[config.mk]
export PLATFORM = sky130hd
export DESIGN_NAME = slot_mailbox
export DESIGN_NICKNAME = d
export VERILOG_FILES = /design/src/rtl/slot_mailbox.sv
export SDC_FILE = /design/constraint.sdc
export NUM_CORES = 1
export LEC_CHECK = 0
export BUFFER_PORTS_ARGS = -buffer_cell sky130_fd_sc_hd__buf_2
export CORE_ASPECT_RATIO = 0.8
export CORE_MARGIN = 2
export CORE_UTILIZATION = 54
export DETAILED_ROUTE_END_ITERATION = 12
export PLACE_DENSITY = 0.75
export SKIP_LAST_GASP = 1
export SLEW_MARGIN = 0
export SYNTH_ARGS = -nofsm -noshare
export SYNTH_HDL_FRONTEND = slang
export SYNTH_SLANG_ARGS = --single-unit
[constraint.sdc]
create_clock -name clk -period 5.7 [get_ports clk]
set_clock_uncertainty 0.05 [all_clocks]
set_input_delay 0 -clock clk [delete_from_list [all_inputs] [get_ports clk]]
set_output_delay 0 -clock clk [all_outputs]
set_load 0.01 [all_outputs]
[src/rtl/slot_mailbox.sv]
module slot_mailbox #(
  parameter int DEPTH = 8
) (
  input  logic        clk,
  input  logic        rst_n,
  input  logic [3:0]  bus_addr,
  input  logic        bus_wr,
  input  logic [31:0] bus_wdata,
  input  logic        bus_rd,
  output logic [31:0] bus_rdata,
  output logic        host_irq,
  input  logic        peer_pop,
  output logic [31:0] peer_pop_data,
  output logic [7:0]  peer_out_fill,
  input  logic        peer_push,
  input  logic [31:0] peer_push_data,
  output logic [7:0]  peer_in_fill,
  input  logic        peer_ie,
  input  logic        peer_ready,
  input  logic        peer_reset,
  input  logic        peer_ring,
  input  logic        peer_ack,
  output logic        peer_irq
);
  localparam int AW = $clog2(DEPTH);
  localparam logic [7:0] DEPTH8 = 8'(DEPTH);

  logic [31:0] out_mem [DEPTH];
  logic [31:0] in_mem [DEPTH];
  logic [7:0] out_wp, out_rp, in_wp, in_rp;
  logic h_ie, h_is, h_ig, h_rdy, h_rst, h_ovf, p_is;

  wire sel_out  = bus_addr[3:2] == 2'd0;
  wire sel_hcsr = bus_addr[3:2] == 2'd1;
  wire sel_in   = bus_addr[3:2] == 2'd2;
  wire csr_wr   = bus_wr && sel_hcsr;

  assign peer_out_fill = out_wp - out_rp;
  assign peer_in_fill  = in_wp - in_rp;

  wire out_full  = peer_out_fill == DEPTH8;
  wire host_push = bus_wr && sel_out && !h_rst;
  wire out_push  = host_push && !out_full;
  wire out_pop   = peer_pop && peer_out_fill != 8'd0 && !h_rst;
  wire out_clr   = h_rst || (csr_wr && bus_wdata[4]);
  wire in_push   = peer_push && !peer_reset && peer_in_fill != DEPTH8;
  wire in_avail  = peer_in_fill != 8'd0 && !peer_reset;
  wire in_pop    = bus_rd && sel_in && in_avail;

  always_ff @(posedge clk) begin
    if (!rst_n || out_clr) begin
      out_wp <= '0;
      out_rp <= '0;
    end else begin
      if (out_push) out_wp <= out_wp + 8'd1;
      if (out_pop)  out_rp <= out_rp + 8'd1;
    end
  end

  always_ff @(posedge clk) begin
    if (!rst_n || peer_reset) begin
      in_wp <= '0;
      in_rp <= '0;
    end else begin
      if (in_push) in_wp <= in_wp + 8'd1;
      if (in_pop)  in_rp <= in_rp + 8'd1;
    end
  end

  always_ff @(posedge clk) begin
    if (out_push) out_mem[out_wp[AW-1:0]] <= bus_wdata;
    if (in_push)  in_mem[in_wp[AW-1:0]] <= peer_push_data;
  end

  always_ff @(posedge clk) begin
    if (!rst_n) begin
      {h_ie, h_is, h_ig, h_rdy, h_rst, h_ovf, p_is} <= '0;
    end else begin
      h_ig <= csr_wr && bus_wdata[2];
      if (csr_wr) begin
        h_ie  <= bus_wdata[0];
        h_rdy <= bus_wdata[3] && !bus_wdata[4];
        h_rst <= bus_wdata[4];
      end
      if (peer_ring) h_is <= 1'b1;
      else if (csr_wr && bus_wdata[1]) h_is <= 1'b0;
      if (host_push && out_full) h_ovf <= 1'b1;
      else if (csr_wr && bus_wdata[5]) h_ovf <= 1'b0;
      if (csr_wr && bus_wdata[2]) p_is <= 1'b1;
      else if (peer_ack) p_is <= 1'b0;
    end
  end

  wire [31:0] host_csr = {DEPTH8, out_wp, out_rp, 2'b00, h_ovf, h_rst, h_rdy, h_ig, h_is, h_ie};
  wire [31:0] peer_csr = {DEPTH8, in_wp, in_rp, 3'b000, peer_reset,
                          peer_ready && !peer_reset, peer_ring, p_is, peer_ie};

  always_comb begin
    case (bus_addr[3:2])
      2'd1:    bus_rdata = host_csr;
      2'd2:    bus_rdata = in_avail ? in_mem[in_rp[AW-1:0]] : 32'd0;
      2'd3:    bus_rdata = peer_csr;
      default: bus_rdata = 32'd0;
    endcase
  end

  assign peer_pop_data = (peer_out_fill != 8'd0 && !h_rst) ? out_mem[out_rp[AW-1:0]] : 32'd0;
  assign host_irq = h_ie && h_is;
  assign peer_irq = peer_ie && p_is;
endmodule

==> results.json <==
{
  "outcome": "finished, final reports clean",
  "ys_warn_count": 0,
  "maxCapViolCount": 0,
  "dpl.hpwl_um": 28400,
  "gp_congestion": 0.843,
  "vias": 12300,
  "fillers": 2825,
  "numCtsBuffers": 52,
  "period_share_pct": 82.2,
  "synth-seq-cells": 557,
  "coreArea_um2": 41700,
  "syn_avg_cell_area_um2": 18.6,
  "grt_usage_pct": 22.8,
  "via_per_inst": 5.97,
  "rsz0062_at_grt": "no",
  "io_pins": 161,
  "grt_pass1_wl_um": 74300,
  "finalPower_mw": 8.96,
  "die_h_um": 187,
  "postCtsSetupBuffers": 0,
  "grt_pass1_vias": 12600,
  "drt_iter0_markers": 1181,
  "crit_path_end_kind": "output pin",
  "final_layout_size_suffix_gt1_share_pct": 28.4,
  "insertion_delay_ns": 0.59,
  "clk_pin_slew_ns": 0.07,
  "syn_inst": 1218,
  "antenna_left": 0,
  "hold_class": "input pin to flip-flop",
  "cts_root_buf": "clkbuf_16",
  "routed_wl_um": 48800,
  "synthesis.area_um2": 22700,
  "clk_path_buf_depth": 3,
  "nets": 1572,
  "cts.sinks": 557,
  "dieArea_um2": 43600,
  "pwr_density_cell_nw_per_um2": 337,
  "path_max_fanout": 32,
  "whs_ns": 0.155,
  "row_count": 67,
  "slew_headroom_pct": 27.3,
  "start_util_pct": 54.4,
  "numPortBuffers": 158,
  "cts_tree": "built",
  "cp.arrival_ns": 4.63,
  "htree_levels": 2,
  "ys_top_cells_by_area": "edfxtp_1 68%, mux4_2 13%, dfxtp_1 4.0%",
  "finalCriticalPeriod_ns": 4.68,
  "setup_viol": 0,
  "fmax_mhz": 214,
  "peakVddDrop_mv": 0.323,
  "firstDrtPassIters": 5,
  "slew_violations": 0,
  "seq_area_frac_synth_pct": 71.8,
  "async_flop_share_pct": 0,
  "antenna_found_initial": 2,
  "grt_max_degree": 42,
  "p_leak_nw": 8.75,
  "yosysUniqueCellTypes": 68,
  "critPathRequiredTime_ns": 5.65,
  "final_cell_mix": "512 x edfxtp_1, 158 x buf_2, 128 x mux4_2, 89 x mux2i_1, 78 x dlygate4sd3_1",
  "tightest_slew_ns": 1.09,
  "area_growth_pct": 17.3,
  "grt-ovfl-total": 0,
  "wire_per_inst_um": 23.6,
  "dieWidth_um": 233,
  "synth_nets": 1317,
  "worst_setup_path_start_kind": "flip-flop",
  "synth_ff_type": "edfxtp_1",
  "synth_edf_count": 512,
  "drc": 0,
  "hold_violations": 0,
  "worstSetupPathType": "flip-flop to output pin",
  "yosys.area.top_type": "edfxtp_1",
  "layout_commonest_cell": "edfxtp_1",
  "synth_top_area_share_pct": 67.9
}
-- report_power, final --
group          internal, mW  switching, mW  total, mW
logic                 0.480          0.599       1.08
clock network          1.85           1.46       3.31
registers              4.50         0.0700       4.57
total                  6.83           2.12       8.96
-- sequential cells by signal, indices dropped and copies added, names as in the netlist, 8 cells and up, named ones only --
signal,count
in_mem,256
in_rp,8
in_wp,8
out_mem,256
out_rp,8
out_wp,8
-- cells by family (layout without fill, tap and decap cells) --
group / count (synthesis) / count (layout) / synth area share, %
other: 0 / 2 / 0
DFF: 557 / 557 / 71.8
buffers and inverters: 97 / 394 / 1.86
adders and majority gates: 20 / 20 / 1.17
muxes: 219 / 219 / 16.8
AOI/OAI and AO/OA: 108 / 108 / 3.15
xor gates and xnor gates: 14 / 14 / 0.607
and+or+nand+nor: 203 / 203 / 4.63
-- cell usage after synthesis, types with 3 or more instances --
master / number
o31ai_1: 8
buf_1: 15
or3_1: 7
edfxtp_1: 512
ha_1: 18
xnor2_1: 8
nand4_1: 8
clkbuf_1: 34
nand2b_1: 11
buf_6: 6
nor2_1: 66
o22ai_1: 20
a21oi_1: 29
mux4_2: 128
inv_1: 34
dfxtp_1: 45
nand2_1: 38
nor3_1: 7
nor3b_1: 4
and3_1: 4
buf_2: 5
xor2_1: 4
nand3b_1: 4
nor4_1: 5
and2_1: 4
mux2i_1: 89
nor2b_1: 10
o21ai_1: 8
nand3_1: 15
a211o_1: 3
or4_1: 8
a21boi_0: 3
o21ai_0: 9
a31o_2: 4
-- metal layers --
layer / wire, um / GRT usage (%)
met4: 1170 / 7.28
met2: 23200 / 34.8
met5: 0 / 0
met1: 21100 / 33.7
met3: 3410 / 4.41
-- worst paths after layout --
| path | depth (start not counted) | endpoint | from | slack (ns) |
|---|---|---|---|---|
| worst min-delay path | 2 | out_mem[5][16] | bus_wdata[16] | 0.15 |
| worst min register to register | 2 | h_rdy | h_rdy | 0.44 |
| worst max-delay path | 11 | peer_pop_data[5] | out_wp[0] | 1.02 |
| worst max register to register | 11 | in_mem[3][7] | in_wp[0] | 1.26 |
-- timing repair --
item,4_1_cts,5_1_grt
resized for setup,0,0
endpoints found under the hold margin,542,0
hold buffers,78,0
-- final cells by class --
class,instances,area [um^2],area share (%)
Timing Repair Buffer,263,1770,6.68
Tap cell,552,691,2.60
Inverter,35,131,0.494
Clock inverter,22,184,0.692
Clock buffer,74,1440,5.41
Sequential cell,557,16300,61.3
Antenna cell,2,5.00,0.0188
Multi-Input combinational cell,564,6060,22.8
-- critical path, cell delays in order, from the launching register on --
cell and delay (ns):
dfxtp_1 0.61, inv_1 0.20, ha_1 0.27, nand2b_1 0.17
a21oi_1 0.40, mux2_2 0.39, nor2_1 0.31, o2111ai_1 0.61
nand2b_1 0.25, buf_4 0.44, nor2_1 0.19, buf_2 0.18
-- metrics by stage --
| stage | utilization [%] | TNS [ns] | setup slack, ns | area (um^2) | std cells |
|---|---|---|---|---|---|
| 2_1_floorplan | - | -18.91 | -0.197 | 22700 | 1218 |
| 6_report | 63.8 | 0 | 1.02 | 26600 | 2069 |
| 4_1_cts | 63.8 | 0 | 1.09 | 26600 | 2067 |
| 5_1_grt | 63.8 | 0 | 0.812 | 26600 | 2068 |
| 3_5_place_dp | 58.0 | 0 | 1.32 | 24200 | 1893 |
| 3_3_place_gp | 58.0 | 0 | 1.43 | 24200 | 1893 |
No activity file was read; power rests on OpenSTA's default activity.
